File: src/rtl/yuv2rgb_pkg.sv
`timescale 1ns/1ps
package yuv2rgb_pkg;

    // Component and coefficient geometry
    localparam int PIX_W      = 8;
    localparam int NUM_CH     = 3;
    localparam int BUS_W      = PIX_W * NUM_CH;
    localparam int MUL_W      = 13;
    localparam int OFS_W      = 14;
    localparam int FRAC_W     = 10;
    localparam int OFS_FRAC_W = 4;
    localparam int OFS_SH     = FRAC_W - OFS_FRAC_W;
    localparam int TAPS       = 4;
    localparam int NUM_COEF   = NUM_CH * TAPS;
    localparam int ADDR_W     = $clog2(NUM_COEF + 4);
    localparam int PIPE_DEPTH = 3;
    localparam int PROD_W     = MUL_W + PIX_W + 1;
    localparam int ACC_W      = PROD_W + 3;
    localparam int PIX_MAX    = (1 << PIX_W) - 1;

    // Row order inside the coefficient bank
    typedef enum logic [1:0] {
        ROW_G = 2'd0,
        ROW_R = 2'd1,
        ROW_B = 2'd2
    } row_e;

    typedef struct packed {
        logic signed [MUL_W-1:0] ky;
        logic signed [MUL_W-1:0] ku;
        logic signed [MUL_W-1:0] kv;
        logic signed [OFS_W-1:0] kc;
    } coef_row_t;

    typedef struct packed {
        logic [PIX_W-1:0] y;
        logic [PIX_W-1:0] u;
        logic [PIX_W-1:0] v;
    } yuv_t;

    typedef struct packed {
        logic [PIX_W-1:0] r;
        logic [PIX_W-1:0] g;
        logic [PIX_W-1:0] b;
    } rgb_t;

    // BT.601 limited-range to full-range set, loaded by reset
    function automatic logic [OFS_W-1:0] dflt_coef(input int idx);
        case (idx)
            0:  return 14'h04A7;
            1:  return 14'h1E6F;
            2:  return 14'h1CBF;
            3:  return 14'h0877;
            4:  return 14'h04A7;
            5:  return 14'h0000;
            6:  return 14'h0662;
            7:  return 14'h3211;
            8:  return 14'h04A7;
            9:  return 14'h0812;
            10: return 14'h0000;
            11: return 14'h2EB1;
            default: return '0;
        endcase
    endfunction

    // Clamp a signed integer result into the pixel range
    function automatic logic [PIX_W-1:0] clip_pix(input logic signed [ACC_W-1:0] val);
        if (val < 0)
            return '0;
        else if (val > ACC_W'(PIX_MAX))
            return PIX_W'(PIX_MAX);
        else
            return val[PIX_W-1:0];
    endfunction

endpackage

File: src/rtl/yuv2rgb_coef_bank.sv
`timescale 1ns/1ps
module yuv2rgb_coef_bank
    import yuv2rgb_pkg::*;
(
    input  logic                        clk,
    input  logic                        rst,
    input  logic                        wr_en,
    input  logic [ADDR_W-1:0]           wr_addr,
    input  logic [OFS_W-1:0]            wr_data,
    output coef_row_t [NUM_CH-1:0]      rows
);

    // One register per coefficient; offsets keep the full width,
    // weights keep only their two's-complement field.
    for (genvar i = 0; i < NUM_COEF; i++) begin : g_reg
        localparam bit IS_OFS = ((i % TAPS) == (TAPS - 1));
        localparam int W      = IS_OFS ? OFS_W : MUL_W;
        logic [W-1:0] q;

        always_ff @(posedge clk) begin
            if (rst)
                q <= W'(dflt_coef(i));
            else if (wr_en && (wr_addr == ADDR_W'(i)))
                q <= wr_data[W-1:0];
        end
    end

    for (genvar c = 0; c < NUM_CH; c++) begin : g_row
        assign rows[c].ky = g_reg[c*TAPS + 0].q;
        assign rows[c].ku = g_reg[c*TAPS + 1].q;
        assign rows[c].kv = g_reg[c*TAPS + 2].q;
        assign rows[c].kc = g_reg[c*TAPS + 3].q;
    end

endmodule

File: src/rtl/yuv2rgb_channel.sv
`timescale 1ns/1ps
module yuv2rgb_channel
    import yuv2rgb_pkg::*;
(
    input  logic             clk,
    input  logic             rst,
    input  logic             adv,
    input  yuv_t             pix,
    input  coef_row_t        coef,
    output logic [PIX_W-1:0] res
);

    localparam logic signed [ACC_W-1:0] RND = ACC_W'(1 << (FRAC_W - 1));

    // Stage 1: three products and the offset lifted to scale 1024
    logic signed [PROD_W-1:0] py_q, pu_q, pv_q;
    logic signed [ACC_W-1:0]  kc_q;
    // Stage 2: rounded sum
    logic signed [ACC_W-1:0]  sum_q;
    // Stage 3: clamped result
    logic [PIX_W-1:0]         res_q;

    logic signed [PROD_W-1:0] sy, su, sv;
    assign sy = PROD_W'($signed({1'b0, pix.y}));
    assign su = PROD_W'($signed({1'b0, pix.u}));
    assign sv = PROD_W'($signed({1'b0, pix.v}));

    always_ff @(posedge clk) begin
        if (rst) begin
            py_q  <= '0;
            pu_q  <= '0;
            pv_q  <= '0;
            kc_q  <= '0;
            sum_q <= '0;
            res_q <= '0;
        end else if (adv) begin
            py_q  <= PROD_W'(coef.ky) * sy;
            pu_q  <= PROD_W'(coef.ku) * su;
            pv_q  <= PROD_W'(coef.kv) * sv;
            kc_q  <= ACC_W'(coef.kc) <<< OFS_SH;
            sum_q <= ACC_W'(py_q) + ACC_W'(pu_q) + ACC_W'(pv_q) + kc_q + RND;
            res_q <= clip_pix(sum_q >>> FRAC_W);
        end
    end

    assign res = res_q;

endmodule

File: src/rtl/yuv2rgb_pipe_ctrl.sv
`timescale 1ns/1ps
module yuv2rgb_pipe_ctrl
    import yuv2rgb_pkg::*;
(
    input  logic clk,
    input  logic rst,
    input  logic adv,
    input  logic in_valid,
    input  logic in_byp,
    input  yuv_t in_pix,
    output logic out_valid,
    output logic out_byp,
    output yuv_t out_raw
);

    logic [PIPE_DEPTH-1:0] vld_q;
    logic [PIPE_DEPTH-1:0] byp_q;
    yuv_t                  raw_q [PIPE_DEPTH];

    always_ff @(posedge clk) begin
        if (rst) begin
            vld_q <= '0;
            byp_q <= '0;
        end else if (adv) begin
            vld_q <= {vld_q[PIPE_DEPTH-2:0], in_valid};
            byp_q <= {byp_q[PIPE_DEPTH-2:0], in_byp};
        end
    end

    // Raw pixel copy travels beside the arithmetic for the bypass case
    for (genvar s = 0; s < PIPE_DEPTH; s++) begin : g_raw
        always_ff @(posedge clk) begin
            if (rst)
                raw_q[s] <= '0;
            else if (adv)
                raw_q[s] <= (s == 0) ? in_pix : raw_q[(s == 0) ? 0 : s-1];
        end
    end

    assign out_valid = vld_q[PIPE_DEPTH-1];
    assign out_byp   = byp_q[PIPE_DEPTH-1];
    assign out_raw   = raw_q[PIPE_DEPTH-1];

endmodule

File: src/rtl/yuv2rgb_cvt.sv
`timescale 1ns/1ps
module yuv2rgb_cvt
    import yuv2rgb_pkg::*;
(
    input  logic              clk,
    input  logic              rst,
    input  logic              conv_en,
    input  logic              cfg_we,
    input  logic [ADDR_W-1:0] cfg_addr,
    input  logic [OFS_W-1:0]  cfg_wdata,
    input  logic              in_valid,
    output logic              in_ready,
    input  logic [BUS_W-1:0]  in_pix,
    output logic              out_valid,
    input  logic              out_ready,
    output logic [BUS_W-1:0]  out_pix
);

    logic                  adv;
    yuv_t                  pix_in;
    coef_row_t [NUM_CH-1:0] rows;
    logic [PIX_W-1:0]      ch_res [NUM_CH];
    logic                  byp_out;
    yuv_t                  raw_out;
    rgb_t                  rgb;

    // Whole pipeline moves only when the consumer can take a pixel
    assign adv      = out_ready;
    assign in_ready = out_ready;
    assign pix_in   = yuv_t'(in_pix);

    yuv2rgb_coef_bank u_bank (
        .clk     (clk),
        .rst     (rst),
        .wr_en   (cfg_we),
        .wr_addr (cfg_addr),
        .wr_data (cfg_wdata),
        .rows    (rows)
    );

    for (genvar c = 0; c < NUM_CH; c++) begin : g_ch
        yuv2rgb_channel u_ch (
            .clk  (clk),
            .rst  (rst),
            .adv  (adv),
            .pix  (pix_in),
            .coef (rows[c]),
            .res  (ch_res[c])
        );
    end

    yuv2rgb_pipe_ctrl u_ctrl (
        .clk       (clk),
        .rst       (rst),
        .adv       (adv),
        .in_valid  (in_valid),
        .in_byp    (~conv_en),
        .in_pix    (pix_in),
        .out_valid (out_valid),
        .out_byp   (byp_out),
        .out_raw   (raw_out)
    );

    assign rgb.r = ch_res[ROW_R];
    assign rgb.g = ch_res[ROW_G];
    assign rgb.b = ch_res[ROW_B];

    assign out_pix = byp_out ? BUS_W'(raw_out) : BUS_W'(rgb);

endmodule

File: config.mk
export PLATFORM = sky130hd
export DESIGN_NAME = yuv2rgb_cvt
export DESIGN_NICKNAME = d
export VERILOG_FILES = /design/src/rtl/yuv2rgb_pkg.sv /design/src/rtl/yuv2rgb_coef_bank.sv /design/src/rtl/yuv2rgb_channel.sv /design/src/rtl/yuv2rgb_pipe_ctrl.sv /design/src/rtl/yuv2rgb_cvt.sv
export SDC_FILE = /design/constraint.sdc
export NUM_CORES = 2
export LEC_CHECK = 0
export BUFFER_PORTS_ARGS = -buffer_cell sky130_fd_sc_hd__buf_2
export CORE_MARGIN = 8
export CORE_UTILIZATION = 56
export CTS_BUF_LIST = sky130_fd_sc_hd__clkbuf_4 sky130_fd_sc_hd__clkbuf_8
export DETAILED_ROUTE_END_ITERATION = 6
export GPL_TIMING_DRIVEN = 0
export PLACE_DENSITY = 0.77
export SLEW_MARGIN = 10
export SYNTH_ARGS = -nofsm -noshare
export SYNTH_HDL_FRONTEND = slang
export SYNTH_HIERARCHICAL = 1
export SYNTH_SLANG_ARGS = --single-unit
File: constraint.sdc
create_clock -name clk -period 7.2 [get_ports clk]
set_clock_uncertainty 0.1 [all_clocks]
set_input_delay 0.72 -clock clk [delete_from_list [all_inputs] [get_ports clk]]
set_output_delay 0.72 -clock clk [all_outputs]
set_load 0.05 [all_outputs]
==> flow_metrics.tcl <==
set metrics [dict create \
    setup_violations 0 \
    synth_edf_count 72 \
    yosysMostFrequentCell "inv_1" \
    critPathBufInv 5 \
    finalSetupTns_ns 0 \
    grt_max_degree 68 \
    synth_top_family_by_area "adder cells" \
    core_mm2 0.1084 \
    post-place-ws_ns 0.8533 \
    maxCapViolCount 1 \
    dp_hpwl_mm 130.7 \
    fmax_mhz 174.5 \
    cts.sinks 546 \
    dp.cells 8106 \
    whs_endpoint "u_ctrl/vld_q[0]" \
    finalCritPeriodShare 0.7958 \
    num_vias 46480 \
    synth_top_area_frac 0.2856 \
    ctsResizeCount 0 \
    yosys.area.top_type "fa_1" \
    whs_ns 0.1690 \
    clockBufferDepth 3 \
    cp_top_family "adder cells" \
    ys_top_cells_by_area "fa_1 29%, dfxtp_1 16%, ha_1 11%" \
    critPathMaxFanout 13 \
    cts-buffers-inserted 95 \
    synth_commonest_cells "1,319 x inv_1, 870 x fa_1, 602 x nand2_1" \
    yosys_warnings 6 \
    async_reset_ff_frac 0 \
    drive_above_1_share 0.05402 \
    syn_nets 8072 \
    maxSlewHeadroom -0.000003331 \
    hold_depth 3 \
    finalNonFillerCells 8290 \
    hold_buffers 0 \
    regToRegSetupSlack_ns 1.66 \
    drt_iter0_drc 3677 \
    avgViaCountPerCell 5.606 \
    grt_pass1_vias 47820 \
    rsz0062_at_grt "false" \
    cp.required_ns 7.67 \
    num_rows 121 \
    wirelength_mm 164.6 \
    dpl-instance-area_mm2 0.06314 \
    total_power_mw 15.71 \
    clockRootBuffer "clkbuf_8" \
    die-area_mm2 0.1197 \
    worst_pin_slew_ns 1.500 \
    finalMaxSlewViolations 1 \
    finalHoldViolCount 0 \
    wire_per_inst_um 19.85 \
    power_density_mw_per_mm2 240.2 \
    ys_seq_elements 546 \
    grt_util_all_layers 0.2745 \
    worstSetupPathType "input pin to flip-flop" \
    critPathLaunchType "input pin" \
    cp-end-kind "flip-flop" \
    synth_cell_types 105 \
    post_cts_buffers 0 \
    synthCells 6620 \
    postRouteAntennaNets 0 \
    cts_tree "yes" \
    syn_to_final_growth_pct 7.229 \
    violations "capacitance limit, slew limit" \
    ir_worst_vdd_v 0.0001847 \
    crit_chain "buf_2 -> clkbuf_1 -> nand2_1 -> fa_1 -> inv_1 -> fa_1 -> ha_1 -> inv_1 -> fa_1 -> inv_1 -> ha_1 -> a211oi_1 -> nor3_1 -> o41ai_1 -> a2111oi_0 -> nor3b_1 -> mux2i_1 -> nor3_1" \
    synth_compound_area_frac 0.06970 \
    fp.dieH_um 346.0 \
    syn-cell-area_mm2 0.06098 \
    setup_slack_ns 1.471 \
    worst-r2r-cell-count 16 \
    synthAdderAreaFrac 0.3952 \
    design_area_mm2 0.06539 \
    synth_xor_area_frac 0.02198 \
    hp-start "in_valid" \
    period_needed_ns 5.729 \
    place.gp.congestion 0.9634 \
    clk_latency_ns 0.73 \
    grt_pass1_wl_mm 262.4 \
    slowest_stage "fa_1" \
    htree_levels 3 \
    avgSynthCellArea_um2 9.211 \
    path_clk_slew_ns 0.06 \
    ios 74 \
    io_buffers 71 \
    max_stage_delay_ns 0.59 \
    multi_input_area_mm2 0.04332 \
    drcViolationCount 0 \
    antenna_found_initial 17 \
    status "complete, but fails checks" \
    ys.flop_type "dfxtp_1" \
    finalCoreUtilization 0.6032 \
    chipWidth_um 346.0 \
    nFillCells 9250 \
    min_path_type "input pin to flip-flop" \
    regArea_mm2 0.01165 \
    initial_core_util 0.5625 \
    synth-simple-area-share 0.1646 \
    synth_mux_area_frac 0.05889 \
    r2r-start "u_bank/g_reg[5].q[12]" \
    power_leakage_nw 33.52 \
    first_pass_iters 6 \
    grt.overflow.total 0 \
    nets 8241 \
    yosysSeqAreaShare 0.1911 \
    cp.arrival_ns 6.20 \
    rr_endpoint "g_ch[1].u_ch/pu_q[21]" \
]
cell type report:
type / instances / share of cell area
Clock buffer: 137 / 0.02654
Sequential cell: 546 / 0.1782
Clock inverter: 39 / 0.007520
Tap cell: 1414 / 0.02706
Inverter: 1319 / 0.07572
Antenna cell: 8 / 0.0003062
Multi-Input combinational cell: 4535 / 0.6626
Buffer: 220 / 0.01625
Timing Repair Buffer: 72 / 0.005855
registers in the layout, indices dropped and copies added (netlist names):
signal	flops
u_bank/g.q	159
u_ctrl/raw_q	72
g_ch.u_ch/pu_q	66
g_ch.u_ch/pv_q	66
g_ch.u_ch/py_q	66
g_ch.u_ch/sum_q	45
g_ch.u_ch/kc_q	42
g_ch.u_ch/res	24
u_ctrl/byp_q	3
u_ctrl/vld_q	3
worst register-to-register path, stage by stage (launching register included):
cell and delay (ns):
dfxtp_1 0.39, clkbuf_1 0.37, nand2_1 0.23, fa_1 0.77, inv_1 0.11, fa_1 0.63, inv_1 0.12, fa_1 0.46
fa_1 0.49, inv_1 0.04, ha_1 0.38, a21o_1 0.22, a21oi_1 0.19, o21ai_0 0.11, a311oi_1 0.32, xnor2_1 0.22
a211oi_1 0.30
logic make-up (layout without fill, tap and decap cells):
group | Yosys count | in the layout
AOI/OAI and AO/OA | 624 | 624
xor gates and xnor gates | 153 | 153
adders and majority gates | 1404 | 1404
buffers and inverters | 1539 | 1787
DFF | 546 | 546
muxes | 348 | 348
other | 0 | 8
and+or+nand+nor | 2006 | 2006
placed cells by master (no fill, tap or decap), drive strengths merged, types with 138 or more instances in the layout:
| master | netlist | final |
|---|---|---|
| a21oi | 158 | 158 |
| and2 | 538 | 538 |
| clkbuf | 158 | 295 |
| dfxtp | 474 | 474 |
| fa | 870 | 870 |
| ha | 534 | 534 |
| inv | 1319 | 1324 |
| mux2i | 322 | 322 |
| nand2 | 609 | 609 |
| nand2b | 141 | 141 |
| nor2 | 401 | 401 |
| o21ai | 138 | 138 |
per-layer routing:
metal,vias up,global-route usage,wire [µm]
met3,400,0.06156,15030
met5,-,0,44
met2,1831,0.4379,74370
met4,8,0.1066,7162
li1,21090,-,-
met1,23140,0.3646,67960
worst max-delay path by stage:
stage	depth (start not counted)	slack [ns]	endpoint	start
after global placement	18	0.90	g_ch[0].u_ch/pu_q[21]	in_pix[10]
after floorplan	18	1.98	g_ch[1].u_ch/py_q[21]	in_pix[16]
final	18	1.47	g_ch[0].u_ch/pu_q[21]	in_pix[10]
after detailed placement	19	0.85	g_ch[1].u_ch/pv_q[21]	in_pix[0]
after CTS	19	1.57	g_ch[1].u_ch/pv_q[21]	in_pix[0]
after global routing	19	1.16	g_ch[1].u_ch/pv_q[21]	in_pix[0]
power breakdown:
part	switching, mW	internal (mW)	total (mW)
Sequential	0.345	3.49	3.83
Clock	1.44	1.90	3.34
Combinational	5.04	3.50	8.54
Total	6.82	8.89	15.7
(Power assumes the default switching activity.)
